--- src/rtl/xdata_steer_pkg.sv ---
package xdata_steer_pkg;

  typedef enum logic [1:0] {
    MODE_INT         = 2'b00,
    MODE_SPLIT_LATCH = 2'b01,
    MODE_SPLIT_PAGE  = 2'b10,
    MODE_EXT         = 2'b11
  } steerMode_e;

  typedef struct packed {
    logic       fire;
    logic       wide;
    steerMode_e mode;
  } steerCmd_t;

  localparam int CFG_KEEP_W = 6;
  localparam logic [CFG_KEEP_W-1:0] CFG_RESET = 6'h03;

endpackage

--- src/rtl/xdata_steer_ctrl.sv ---
module xdata_steer_ctrl
  import xdata_steer_pkg::*;
#(
  parameter int PAGE_W = 8
) (
  input  logic              clk,
  input  logic              rstN,
  input  logic              regWrEn,
  input  logic              regSel,
  input  logic [PAGE_W-1:0] regWrData,
  output logic [PAGE_W-1:0] regRdData,
  input  logic              accStrobe,
  input  logic              accWide,
  output logic [PAGE_W-1:0] pageSel,
  output steerMode_e        cfgMode,
  output steerCmd_t         cmd
);

  localparam int PAD_W = PAGE_W - CFG_KEEP_W;

  logic [CFG_KEEP_W-1:0] cfgReg;

  always_ff @(posedge clk or negedge rstN) begin
    if (!rstN) begin
      pageSel <= '0;
      cfgReg  <= CFG_RESET;
    end else if (regWrEn) begin
      if (regSel) cfgReg  <= regWrData[CFG_KEEP_W-1:0];
      else        pageSel <= regWrData;
    end
  end

  assign cfgMode = steerMode_e'(cfgReg[3:2]);

  always_comb begin
    if (regSel) regRdData = {{PAD_W{1'b0}}, cfgReg};
    else        regRdData = pageSel;
  end

  always_comb begin
    cmd.fire = accStrobe;
    cmd.wide = accWide;
    cmd.mode = cfgMode;
  end

endmodule

--- src/rtl/xdata_steer_path.sv ---
module xdata_steer_path
  import xdata_steer_pkg::*;
#(
  parameter int ADDR_W    = 16,
  parameter int LOW_W     = 8,
  parameter int ONCHIP_AW = 12
) (
  input  logic                    clk,
  input  logic                    rstN,
  input  steerCmd_t               cmd,
  input  logic [ADDR_W-1:0]       accAddr,
  input  logic [ADDR_W-LOW_W-1:0] pageSel,
  input  logic [ADDR_W-LOW_W-1:0] portHigh,
  output logic                    onChipSel,
  output logic                    offChipSel,
  output logic [ADDR_W-1:0]       resAddr
);

  localparam int HI_W   = ADDR_W - LOW_W;
  localparam int FOLD_W = ADDR_W - ONCHIP_AW;

  logic [ADDR_W-1:0] formAddr;
  logic [ADDR_W-1:0] nextAddr;
  logic              belowBound;
  logic              toOnChip;

  assign formAddr   = cmd.wide ? accAddr : {pageSel, accAddr[LOW_W-1:0]};
  assign belowBound = (formAddr[ADDR_W-1:ONCHIP_AW] == '0);

  always_comb begin
    toOnChip = 1'b0;
    nextAddr = formAddr;
    unique case (cmd.mode)
      MODE_INT: begin
        toOnChip = 1'b1;
        nextAddr = {{FOLD_W{1'b0}}, formAddr[ONCHIP_AW-1:0]};
      end
      MODE_SPLIT_LATCH: begin
        toOnChip = belowBound;
        if (!belowBound && !cmd.wide)
          nextAddr = {portHigh[HI_W-1:0], formAddr[LOW_W-1:0]};
      end
      MODE_SPLIT_PAGE: toOnChip = belowBound;
      MODE_EXT:        toOnChip = 1'b0;
      default:         toOnChip = 1'b0;
    endcase
  end

  always_ff @(posedge clk or negedge rstN) begin
    if (!rstN) begin
      onChipSel  <= 1'b0;
      offChipSel <= 1'b0;
      resAddr    <= '0;
    end else begin
      onChipSel  <= cmd.fire & toOnChip;
      offChipSel <= cmd.fire & ~toOnChip;
      if (cmd.fire) resAddr <= nextAddr;
    end
  end

endmodule

--- src/rtl/xdata_steer.sv ---
module xdata_steer
  import xdata_steer_pkg::*;
#(
  parameter int ADDR_W    = 16,
  parameter int LOW_W     = 8,
  parameter int ONCHIP_AW = 12
) (
  input  logic                    clk,
  input  logic                    rstN,
  input  logic                    regWrEn,
  input  logic                    regSel,
  input  logic [ADDR_W-LOW_W-1:0] regWrData,
  output logic [ADDR_W-LOW_W-1:0] regRdData,
  input  logic                    accStrobe,
  input  logic                    accWide,
  input  logic [ADDR_W-1:0]       accAddr,
  input  logic [ADDR_W-LOW_W-1:0] portHigh,
  output logic                    onChipSel,
  output logic                    offChipSel,
  output logic [ADDR_W-1:0]       resAddr
);

  localparam int PAGE_W = ADDR_W - LOW_W;

  logic [PAGE_W-1:0] pageSel;
  steerMode_e        cfgMode;
  steerCmd_t         cmd;

  xdata_steer_ctrl #(.PAGE_W(PAGE_W)) u_ctrl (
    .clk       (clk),
    .rstN      (rstN),
    .regWrEn   (regWrEn),
    .regSel    (regSel),
    .regWrData (regWrData),
    .regRdData (regRdData),
    .accStrobe (accStrobe),
    .accWide   (accWide),
    .pageSel   (pageSel),
    .cfgMode   (cfgMode),
    .cmd       (cmd)
  );

  xdata_steer_path #(
    .ADDR_W    (ADDR_W),
    .LOW_W     (LOW_W),
    .ONCHIP_AW (ONCHIP_AW)
  ) u_path (
    .clk        (clk),
    .rstN       (rstN),
    .cmd        (cmd),
    .accAddr    (accAddr),
    .pageSel    (pageSel),
    .portHigh   (portHigh),
    .onChipSel  (onChipSel),
    .offChipSel (offChipSel),
    .resAddr    (resAddr)
  );

endmodule

--- config.mk ---
export PLATFORM = sky130hd
export DESIGN_NAME = xdata_steer
export DESIGN_NICKNAME = d
export VERILOG_FILES = /design/src/rtl/xdata_steer_pkg.sv /design/src/rtl/xdata_steer_ctrl.sv /design/src/rtl/xdata_steer_path.sv /design/src/rtl/xdata_steer.sv
export SDC_FILE = /design/constraint.sdc
export NUM_CORES = 1
export LEC_CHECK = 0
export ABC_CLOCK_PERIOD_IN_PS = 2400
export BUFFER_PORTS_ARGS = -buffer_cell sky130_fd_sc_hd__buf_2
export CAP_MARGIN = 10
export CORE_MARGIN = 2
export CORE_UTILIZATION = 45
export CTS_CLUSTER_SIZE = 16
export DETAILED_ROUTE_END_ITERATION = 10
export GPL_TIMING_DRIVEN = 0
export PLACE_DENSITY = 0.77
export SYNTH_ARGS = -nofsm -noshare
export SYNTH_HDL_FRONTEND = slang
export SYNTH_HIERARCHICAL = 1
export SYNTH_SLANG_ARGS = --single-unit
--- constraint.sdc ---
create_clock -name clk -period 2.4 [get_ports clk]
set_input_delay 0.24 -clock clk [delete_from_list [all_inputs] [get_ports clk]]
set_output_delay 0.24 -clock clk [all_outputs]
set_load 0.01 [all_outputs]
# Word-level counts from Yosys, hierarchy flattened
# Index checks and enable logic that the tools add are counted.
[word_totals]
register_bits = 32
inputBits = 38
wordCells = 25
[classes]
n_eq_ne = 3
muxes = 5
bitwise = 4
n_reduce_logical = 8
[op_table]
columns = ["cell", "count"]
rows = [
  ["$mux 16", 2],
  ["$pmux 16 s2", 1],
  ["$mux 8", 1],
  ["$eq 2x2->1 const B", 2],
  ["$logic_not 4->1", 1],
  ["$reduce_and 2->1", 2],
  ["$pmux 1 s3", 1],
  ["$and 1x1->1", 2],
  ["$eq 2x1->1 const B", 1],
  ["$logic_not 1->1", 2],
  ["$logic_not 2->1", 1],
  ["$not 1->1", 2],
  ["$reduce_or 2->1", 1],
  ["$logic_and 1x1->1", 1],
]

# Logic depth before layout (Yosys ltp)
# Gate-level depths: netlist (run 1).
[logic_depth]
word_depth = 6
mapped_depth = 8

# Cells and area by module
# Netlist (run 1), hierarchy kept.
[by_module_without_submodules]
columns = ["mod", "n_inst", "cells_per_inst", "area_each_um2", "seq_area_each_um2"]
rows = [
  ["xdata_steer_path", 1, 106, 1046.0, 450.4],
  ["xdata_steer_ctrl", 1, 46, 703.2, 352.8],
]

# Least setup slack after synthesis (run 1)
# No wires, ideal clock.
[synth_path]
path_type = "register -> register"
start = "register u_ctrl.cfgReg[3]"
end = "register u_path.resAddr[12]"
setup_time_ns = 0.135
arrival_ns = 1.380
t_required_ns = 2.265
path_slack_ns = 0.885
stages_incl_launch_ff = 8
period_less_slack_ns = 1.515
path_cell_list = "dfrtp_1 > buf_4 > inv_1 > ha_1 > clkbuf_1 > o31ai_1 > o211ai_1 > o21ai_0"
[synth_between]
elab_chain_len = 2
[synth_rtl]
columns = ["item", "line_no", "source"]
rows = [
  ["start, declared", "xdata_steer_ctrl.sv:21", "logic [CFG_KEEP_W-1:0] cfgReg;"],
  ["start signal, assigned", "xdata_steer_ctrl.sv:28", "if (regSel) cfgReg <= regWrData[CFG_KEEP_W-1:0];"],
  ["$eq 2x1->1 or $logic_not 2->1 (tied branches)", "xdata_steer_path.sv:33", "unique case (cmd.mode)"],
  ["$pmux 16 s2 (*)", "xdata_steer_path.sv:33", ""],
  ["end signal, assigned", "xdata_steer_path.sv:57", "if (cmd.fire) resAddr <= nextAddr;"],
  ["end, declared", "xdata_steer_path.sv:16", "output logic [ADDR_W-1:0] resAddr"],
]
# Mark *: on every way between the ends. The rest lies on a longest branch, timed or not.
# A chain may end at the register's enable or synchronous reset.

# Worst setup path after layout (run 1)
# Ends and elaborated chain as after synthesis.

==> results of run 1 <==
-- report_power, final --
part | internal [mW] | total, mW | switching (mW)
logic | 0.207 | 0.400 | 0.193
clock network | 0.233 | 0.406 | 0.172
registers | 0.625 | 0.680 | 0.0547
total | 1.07 | 1.49 | 0.420
-- final cells by class --
cell class / instances / area (µm²) / share of cell area (%)
tap: 48 / 60.1 / 2.75
sequential: 32 / 803 / 36.8
clock buffer: 8 / 90.1 / 4.12
multi-input combinational: 95 / 803 / 36.8
buffer: 12 / 83.8 / 3.84
timing repair buffer: 60 / 300 / 13.7
inverter: 11 / 43.8 / 2.00
-- registers in the layout, summed over array words and instances, names as in the netlist --
register / cells
u_path/resAddr: 16
u_ctrl/pageSel: 8
u_ctrl/cfgReg: 6
u_path/offChipSel: 1
u_path/onChipSel: 1
-- final timing paths --
kind,depth (start not counted),endpoint
worst min register to register,1,u_ctrl/cfgReg[4]
worst max register to register,7,u_path/resAddr[12]
min in group clk,2,u_ctrl/pageSel[6]
worst min-delay path,1,u_ctrl/pageSel[3]
max in group asynchronous,1,u_path/resAddr[14]
worst max-delay path,7,u_path/resAddr[12]
-- critical path, cell delays in order (launching register included) --
cell and delay (ns):
dfrtp_1 0.39, buf_4 0.14, inv_1 0.07, ha_1 0.22, clkbuf_1 0.34, o31ai_1 0.14, o211ai_1 0.16, o21ai_0 0.10
-- metrics by stage --
step	utilization, %	setup WS (ns)
after floorplan	-	0.902
after global placement	56.8	0.734
after detailed placement	56.8	0.728
after CTS	59.2	0.709
after global routing	59.2	0.537
final	59.2	0.712
-- routing by layer --
| metal | vias up | share of wire (%) |
|---|---|---|
| li1 | 663 | - |
| met1 | 633 | 43 |
| met2 | 44 | 50 |
| met3 | 3 | 5.7 |
| met4 | 0 | 0.84 |
| met5 | - | 0 |
==> impl_metrics.env, run 1 <==
export IMPL_cts_tree="built"
export IMPL_clock_path_buffers=2
export IMPL_placed_area_um2=2090
export IMPL_post_route_period_util_pct=70.3
export IMPL_die_h_um=66.1
export IMPL_dp_cells=258
export IMPL_avgRoutedWirePerCell_um=12.9
export IMPL_drc=0
export IMPL_post_cts_buffers=0
export IMPL_status="complete, but fails checks"
export IMPL_instances_no_fill=266
export IMPL_syn_area_um2=1730
export IMPL_dieArea_um2=4370
export IMPL_fin_area_um2=2180
export IMPL_hpwl_mm=2.80
export IMPL_regToRegSetupSlack_ns=0.71
export IMPL_worstHoldPathType="input pin to asynchronous set/reset pin"
export IMPL_htree_levels=2
export IMPL_ys_warn_count=6
export IMPL_relSlewSlack_pct=55.6
export IMPL_clock_sinks=32
export IMPL_dieWidth_um=66.1
export IMPL_wirelength_mm=3.43
export IMPL_hold_viol_final=9
export IMPL_grt_max_degree=33
export IMPL_syn_area_per_cell_um2=11.6
export IMPL_drv_slew=0
export IMPL_final_cell_mix="buf_2, dfrtp_1, mux2_2"
export IMPL_antenna_found_initial=0
export IMPL_syn_nets=191
export IMPL_postCtsHoldBufs=0
export IMPL_start_util_pct=47.0
export IMPL_vias=1343
export IMPL_drt_first_iter_violations=33
export IMPL_rr_startpoint="u_ctrl/cfgReg[3]"
export IMPL_diodes=0
export IMPL_grt_util_met2_pct=30.1
export IMPL_fin_tns_setup_ns=0
export IMPL_core_um2=3690
export IMPL_drv_cap=0
export IMPL_gr_total_overflow=0
export IMPL_fin_crit_ns=1.69
export IMPL_cts_root_buffer="clkbuf_8"
export IMPL_rsz0062_at_grt="no"
export IMPL_critPathKind="flip-flop to flip-flop"
export IMPL_crit_path_end_kind="flip-flop"
export IMPL_grt_use_met1_pct=20.1
export IMPL_grt_pass1_wl_mm=5.66
export IMPL_grtUsageMet3_pct=5.11
export IMPL_clock_latency_ns=0.27
export IMPL_p_per_area_nw_per_um2=680
export IMPL_portBuffers=60
export IMPL_rows=22
export IMPL_vias_per_cell=5.05
export IMPL_finalPower_mw=1.49
export IMPL_path_max_fanout=10
export IMPL_worst_slew_pin_slew_ns=0.666
export IMPL_cts_resized=0
export IMPL_cts_buffers=5
export IMPL_path_clk_slew_ns=0.06
export IMPL_startpoint="u_ctrl/cfgReg[3]"
export IMPL_cp_start_kind="flip-flop"
export IMPL_max_freq_ghz=0.592
export IMPL_nets=258
export IMPL_whs_ns=-0.00275
export IMPL_dr_pass1_iters=4
export IMPL_drive_gt1_share_pct=47.2
export IMPL_ios=64
export IMPL_layout_commonest_cell="buf_2"
export IMPL_grt_pass1_vias=1321
export IMPL_fillers=342
export IMPL_vdd_ir_drop_max_uv=376
export IMPL_top_usage_layer="met2"
export IMPL_setup_viol=0
export IMPL_leakage_nw=1.06
export IMPL_violations="hold timing"
export IMPL_ant_nets=0
export IMPL_gp_congestion=0.776
export IMPL_cp_arrival_ns=1.83
export IMPL_netlist_instances=150
export IMPL_area_delta_synth_final_pct=26.0
export IMPL_worstPathRequired_ns=2.54
export IMPL_track_usage_pct=17.0
export IMPL_finClkSkew_ns=0.00467
No activity file was read; power rests on OpenSTA's default activity.
==> inputs of run 2 (changes only) <==
--- a/config.mk
+++ b/config.mk
@@ -5,15 +5,15 @@
 export SDC_FILE = /design/constraint.sdc
 export NUM_CORES = 1
 export LEC_CHECK = 0
-export ABC_CLOCK_PERIOD_IN_PS = 2400
+export ABC_CLOCK_PERIOD_IN_PS = 1380
 export BUFFER_PORTS_ARGS = -buffer_cell sky130_fd_sc_hd__buf_2
 export CAP_MARGIN = 10
 export CORE_MARGIN = 2
-export CORE_UTILIZATION = 45
+export CORE_UTILIZATION = 44
 export CTS_CLUSTER_SIZE = 16
 export DETAILED_ROUTE_END_ITERATION = 10
 export GPL_TIMING_DRIVEN = 0
-export PLACE_DENSITY = 0.77
+export PLACE_DENSITY = 0.78
 export SYNTH_ARGS = -nofsm -noshare
 export SYNTH_HDL_FRONTEND = slang
 export SYNTH_HIERARCHICAL = 1
==> constraint.sdc (replaced) <==
create_clock -name clk -period 1.38 [get_ports clk]
set_input_delay 0.138 -clock clk [delete_from_list [all_inputs] [get_ports clk]]
set_output_delay 0.138 -clock clk [all_outputs]
set_load 0.01 [all_outputs]
==> run 2 against run 1 <==
Compared with the run above: the run ends with setup timing left; core utilization increased by 4.3 points; wire length increased by 6.0%; first-iteration DRC count increased to 2.8 times the previous value; register-to-register slack got worse by 0.75 ns; sequential cell count unchanged; die area increased by 2.1%; worst setup slack got worse by 0.75 ns; global-route usage increased by 0.55 points; critical path type unchanged; clock skew decreased by 0.0019 ns; cell count increased by 3.4%; clock power increased by 75%.
==> impl_metrics.env, run 2 (synthesized netlist as in run 1, its figures left out) <==
export IMPL_status="complete, but fails checks"
export IMPL_violations="setup timing"
export IMPL_diodes=0
export IMPL_nets=267
export IMPL_clock_sinks=32
export IMPL_layout_commonest_cell="buf_2"
export IMPL_cts_buffers=5
export IMPL_path_cells="nor4_4, buf_4, or3_4, a21oi_2, o22ai_1"
export IMPL_portBuffers=60
export IMPL_area_delta_synth_final_pct=36.1
export IMPL_post_route_util_pct=63.5
export IMPL_regToRegSetupSlack_ns=-0.04
export IMPL_cp_arrival_ns=1.57
export IMPL_ios=64
export IMPL_rows=22
export IMPL_antenna_found_initial=0
export IMPL_relSlewSlack_pct=54.4
export IMPL_drt_first_iter_violations=94
export IMPL_critPathKind="flip-flop to flip-flop"
export IMPL_clock_path_buffers=2
export IMPL_gp_congestion=0.797
export IMPL_fin_crit_ns=1.42
export IMPL_reg_top3="u_path/resAddr (16), u_ctrl/pageSel (8), u_ctrl/cfgReg (6)"
export IMPL_dieWidth_um=66.8
export IMPL_hold_viol_final=0
export IMPL_worstPathRequired_ns=1.53
export IMPL_fin_area_um2=2360
export IMPL_min_from="regWrData[7]"
export IMPL_worstHoldPathType="input pin to flip-flop"
export IMPL_cts_tree="built"
export IMPL_start_util_pct=46.7
export IMPL_rsz0062_at_grt="yes"
export IMPL_leakage_nw=1.13
export IMPL_vias=1371
export IMPL_grt_pass1_vias=1318
export IMPL_cts_root_buffer="clkbuf_8"
export IMPL_final_cell_mix="buf_2, dfrtp_1, mux2_2"
export IMPL_drv_slew=0
export IMPL_hold_depth=2
export IMPL_regMostFlops="u_path/resAddr"
export IMPL_core_um2=3720
export IMPL_avgRoutedWirePerCell_um=13.2
export IMPL_reg2regPathDepth=5
export IMPL_finClkSkew_ns=0.00278
export IMPL_path_max_fanout=6
export IMPL_htree_levels=2
export IMPL_rr_endpoint="u_path/resAddr[11]"
export IMPL_slowest_delay_ns=0.45
export IMPL_gr_total_overflow=0
export IMPL_drive_gt1_share_pct=55.5
export IMPL_rr_startpoint="u_ctrl/pageSel[5]"
export IMPL_crit_path_end_kind="flip-flop"
export IMPL_fin_tns_setup_ns=-0.0627
export IMPL_drc=0
export IMPL_worst_slew_pin_slew_ns=0.684
export IMPL_p_per_area_nw_per_um2=1160
export IMPL_wirelength_mm=3.64
export IMPL_worstHoldEndpoint="u_ctrl/pageSel[7]"
export IMPL_grt_max_degree=33
export IMPL_die_h_um=66.8
export IMPL_grt_pass1_wl_mm=5.83
export IMPL_path_clk_slew_ns=0.06
export IMPL_max_freq_ghz=0.704
export IMPL_drv_cap=0
export IMPL_hpwl_mm=2.78
export IMPL_setup_ws_ns=-0.0402
export IMPL_cp_start_kind="flip-flop"
export IMPL_dr_pass1_iters=4
export IMPL_post_route_period_util_pct=103
export IMPL_placed_area_um2=2100
export IMPL_dieArea_um2=4460
export IMPL_cp_slowest_cell="dfrtp_1"
export IMPL_clock_latency_ns=0.28
export IMPL_startpoint="u_ctrl/pageSel[5]"
export IMPL_largest_register_ffs=16
export IMPL_ant_nets=0
export IMPL_vdd_ir_drop_max_uv=573
export IMPL_vias_per_cell=4.99
export IMPL_whs_ns=0.0840
export IMPL_track_usage_pct=17.6
export IMPL_setup_viol=3
## run 2: how the worst max path moves through the flow
stage / endpoint / slack (ns)
floorplan: u_path/resAddr[12] / 0.002
global placement: u_path/resAddr[13] / -0.24
detailed placement: u_path/resAddr[14] / -0.28
CTS: u_path/resAddr[14] / 0.007
global route: u_path/resAddr[11] / -0.12
finish: u_path/resAddr[11] / -0.04
## run 2: routing by layer
layer	share of wire, %	routed length, µm	track usage (%)
met1	42	1540	20.4
met2	50	1820	30.8
met3	6.4	234	4.73
met4	1.0	37	6.38
met5	0	0	0
## run 2: where the power goes
part           switching [mW]  leakage, nW  internal (mW)
Sequential             0.0907        0.380           1.09
Clock                   0.306       0.0455          0.406
Combinational           0.395        0.706          0.462
## run 2: cell type report
cell class / count / area, µm²
fillers: 313 / 1360
multi-input cells: 95 / 878
flip-flops and latches: 32 / 807
repair buffers: 69 / 387
plain buffers: 12 / 95.1
clock buffers: 8 / 90.1
well taps: 48 / 60.1
inverters: 11 / 43.8
## run 2: repair_timing
item,4_1_cts,5_1_grt
cloned,0,0
buffers inserted,4,4
pin swaps,3,9
hold buffers,1,0
setup endpoints to repair,8,10
hold endpoints to repair,30,0
resized for setup,11,17
## run 2: through the flow
| step | instances | total power [mW] | worst slack [ns] |
|---|---|---|---|
| after floorplan | 150 | 1.64 | 0.00214 |
| after global placement | 258 | 1.88 | -0.236 |
| after detailed placement | 258 | 1.90 | -0.283 |
| after CTS | 271 | 2.69 | 0.00723 |
| after global routing | 275 | 2.94 | -0.124 |
| final | 275 | 2.75 | -0.0402 |
## run 2: critical path: cells and delay by family (launching register included)
kind	cells	cell delay, ns
and+or+nand+nor	2	0.45
buffers and inverters	1	0.15
AOI/OAI and AO/OA	2	0.23
DFF	1	0.45
==> inputs of run 3 (changes only) <==
--- a/config.mk
+++ b/config.mk
@@ -9,11 +9,12 @@
 export BUFFER_PORTS_ARGS = -buffer_cell sky130_fd_sc_hd__buf_2
 export CAP_MARGIN = 10
 export CORE_MARGIN = 2
-export CORE_UTILIZATION = 44
+export CORE_UTILIZATION = 45
+export CTS_BUF_LIST = sky130_fd_sc_hd__clkbuf_4 sky130_fd_sc_hd__clkbuf_8
 export CTS_CLUSTER_SIZE = 16
 export DETAILED_ROUTE_END_ITERATION = 10
 export GPL_TIMING_DRIVEN = 0
-export PLACE_DENSITY = 0.78
+export PLACE_DENSITY = 0.8
 export SYNTH_ARGS = -nofsm -noshare
 export SYNTH_HDL_FRONTEND = slang
 export SYNTH_HIERARCHICAL = 1
==> run 3 against run 2 <==
Compared with the run above: the run still ends with setup timing left; sequential power about the same; core utilization up 1.2 points; clock skew up 0.0042 ns; die area down 2.1%; first-iteration DRC count down 50%; global-route usage up 0.32 points; maximum frequency up 1.5%; largest cell class unchanged; highest routed layer unchanged.
==> impl_metrics.env, run 3 (synthesized netlist as in run 1, its figures left out) <==
export IMPL_switchingPower_uw=813
export IMPL_cts_tree="built"
export IMPL_diodes=0
export IMPL_critPathKind="flip-flop to flip-flop"
export IMPL_path_max_fanout=7
export IMPL_rsz0062_at_grt="yes"
export IMPL_portBuffers=60
export IMPL_setup_viol=4
export IMPL_crit_family="flip-flops"
export IMPL_slowest_delay_ns=0.38
export IMPL_path_clk_slew_ns=0.06
export IMPL_grt_pass1_wl_mm=5.93
export IMPL_drv_cap=0
export IMPL_drive_gt1_share_pct=57.3
export IMPL_gp_congestion=0.800
export IMPL_regMostFlops="u_path/resAddr"
export IMPL_worstPathRequired_ns=1.52
export IMPL_cts_root_buffer="clkbuf_8"
export IMPL_post_route_period_util_pct=101
export IMPL_vias_per_cell=5.11
export IMPL_cp_slowest_cell="dfrtp_1"
export IMPL_track_usage_pct=17.9
export IMPL_status="complete, but fails checks"
export IMPL_start_util_pct=47.0
export IMPL_rows=22
export IMPL_p_per_area_nw_per_um2=1170
export IMPL_wirelength_mm=3.77
export IMPL_hpwl_mm=2.80
export IMPL_worst_slew_pin_slew_ns=0.658
export IMPL_vdd_ir_drop_max_uv=666
export IMPL_fin_crit_ns=1.40
export IMPL_relSlewSlack_pct=56.1
export IMPL_final_cell_mix="buf_2, dfrtp_1, mux2_2"
export IMPL_crit_path_end_kind="flip-flop"
export IMPL_die_h_um=66.1
export IMPL_clock_sinks=32
export IMPL_layout_commonest_cell="buf_2"
export IMPL_clock_path_buffers=2
export IMPL_drt_first_iter_violations=47
export IMPL_dieWidth_um=66.1
export IMPL_ant_nets=0
export IMPL_drc=0
export IMPL_leakage_nw=1.14
export IMPL_antenna_found_initial=0
export IMPL_core_um2=3690
export IMPL_dr_pass1_iters=4
export IMPL_cp_arrival_ns=1.54
export IMPL_clock_latency_ns=0.28
export IMPL_violations="setup timing"
export IMPL_cp_start_kind="flip-flop"
export IMPL_power_frac_comb_pct=31.5
export IMPL_worstHoldPathType="input pin to flip-flop"
export IMPL_swShare_pct=29.1
export IMPL_max_freq_ghz=0.715
export IMPL_finClkSkew_ns=0.00697
export IMPL_seqPwrFrac_pct=42.9
export IMPL_power_frac_clock_pct=25.6
export IMPL_largest_register_ffs=16
export IMPL_drv_slew=0
export IMPL_path_cells="buf_6, inv_4, ha_4, clkbuf_16, nand2_4, o31ai_4, o211ai_1, o21ai_1"
export IMPL_setup_ws_ns=-0.0189
export IMPL_whs_ns=0.0838
export IMPL_area_delta_synth_final_pct=37.7
export IMPL_htree_levels=2
export IMPL_ios=64
export IMPL_crit_buf_inv=3
export IMPL_grt_pass1_vias=1300
export IMPL_cts_buffers=5
export IMPL_vias=1394
export IMPL_dieArea_um2=4370
export IMPL_avgRoutedWirePerCell_um=13.8
export IMPL_grt_max_degree=33
export IMPL_hold_viol_final=0
export IMPL_p_int_mw=1.98
export IMPL_placed_area_um2=2100
export IMPL_gr_total_overflow=0
export IMPL_fin_area_um2=2390
export IMPL_nets=265
export IMPL_reg_top3="u_path/resAddr (16), u_ctrl/pageSel (8), u_ctrl/cfgReg (6)"
[run 3: cell count changes in the layout (fill, tap and decap cells not counted), sizes merged]
cell	delta
buf	-3
clkbuf	+1
[run 3: per-stage QoR]
| stage | power [mW] | worst slack (ns) | instances | TNS [ns] | utilization, % |
|---|---|---|---|---|---|
| 6_report | 2.79 | -0.0189 | 273 | -0.0603 | 64.8 |
| 5_1_grt | 2.95 | -0.112 | 273 | -0.741 | 64.8 |
| 4_1_cts | 2.71 | 0.00444 | 271 | 0 | 62.4 |
| 3_5_place_dp | 1.91 | -0.199 | 258 | -1.53 | 56.9 |
| 3_3_place_gp | 1.88 | -0.213 | 258 | -1.31 | 56.9 |
| 2_1_floorplan | 1.64 | 0.00214 | 150 | 0 | - |
[run 3: cell type report]
type / count / area [µm²]
Fill cell: 303 / 1300
Multi-Input combinational cell: 95 / 908
Sequential cell: 32 / 808
Timing Repair Buffer: 67 / 362
Buffer: 12 / 113
Clock buffer: 8 / 91.3
Tap cell: 48 / 60.1
Inverter: 11 / 46.3
[run 3: worst reg2reg max path, delay by kind of cell (launching register included)]
kind / cells / cell delay [ns]
and+or+nand+nor: 1 / 0.06
adders and majority gates: 1 / 0.17
buffers and inverters: 3 / 0.33
DFF: 1 / 0.38
AOI/OAI and AO/OA: 3 / 0.34
[run 3: metal layers]
layer	wire, µm	track usage, %	up-vias
met5	0	0	-
met4	23	6.38	0
met3	217	4.43	3
met2	1990	31.0	45
met1	1540	21.4	662
li1	-	-	684
[run 3: repair_timing]
| action | CTS | global route |
|---|---|---|
| buffers inserted | 4 | 2 |
| gates resized for setup | 16 | 19 |
| gates cloned | 0 | 0 |
| pin swaps | 4 | 9 |
| setup endpoints to repair | 8 | 10 |
| hold buffers | 1 | 0 |
| hold endpoints to repair | 30 | 0 |
[run 3: power by group through the flow]
stage          clock (mW)  combinational [mW]  sequential (mW)
2_1_floorplan           0               0.415             1.22
3_3_place_gp            0               0.688             1.19
3_5_place_dp            0               0.705             1.20
4_1_cts             0.725               0.795             1.19
5_1_grt             0.775               0.961             1.22
6_report            0.715               0.879             1.20
[run 3: worst paths after layout]
check | startpoint | end | slack (ns) | depth (start not counted)
worst max-delay path | u_ctrl/cfgReg[3] | u_path/resAddr[13] | -0.02 | 8
worst min register to register | u_ctrl/cfgReg[4] | u_ctrl/cfgReg[4] | 0.50 | 1
worst max register to register | u_ctrl/cfgReg[3] | u_path/resAddr[13] | -0.02 | 8
max in group asynchronous | rstN | u_ctrl/pageSel[7] | 0.49 | 2
min in group asynchronous | rstN | u_ctrl/pageSel[3] | 0.43 | 2
worst min-delay path | regWrData[6] | u_ctrl/pageSel[6] | 0.08 | 2
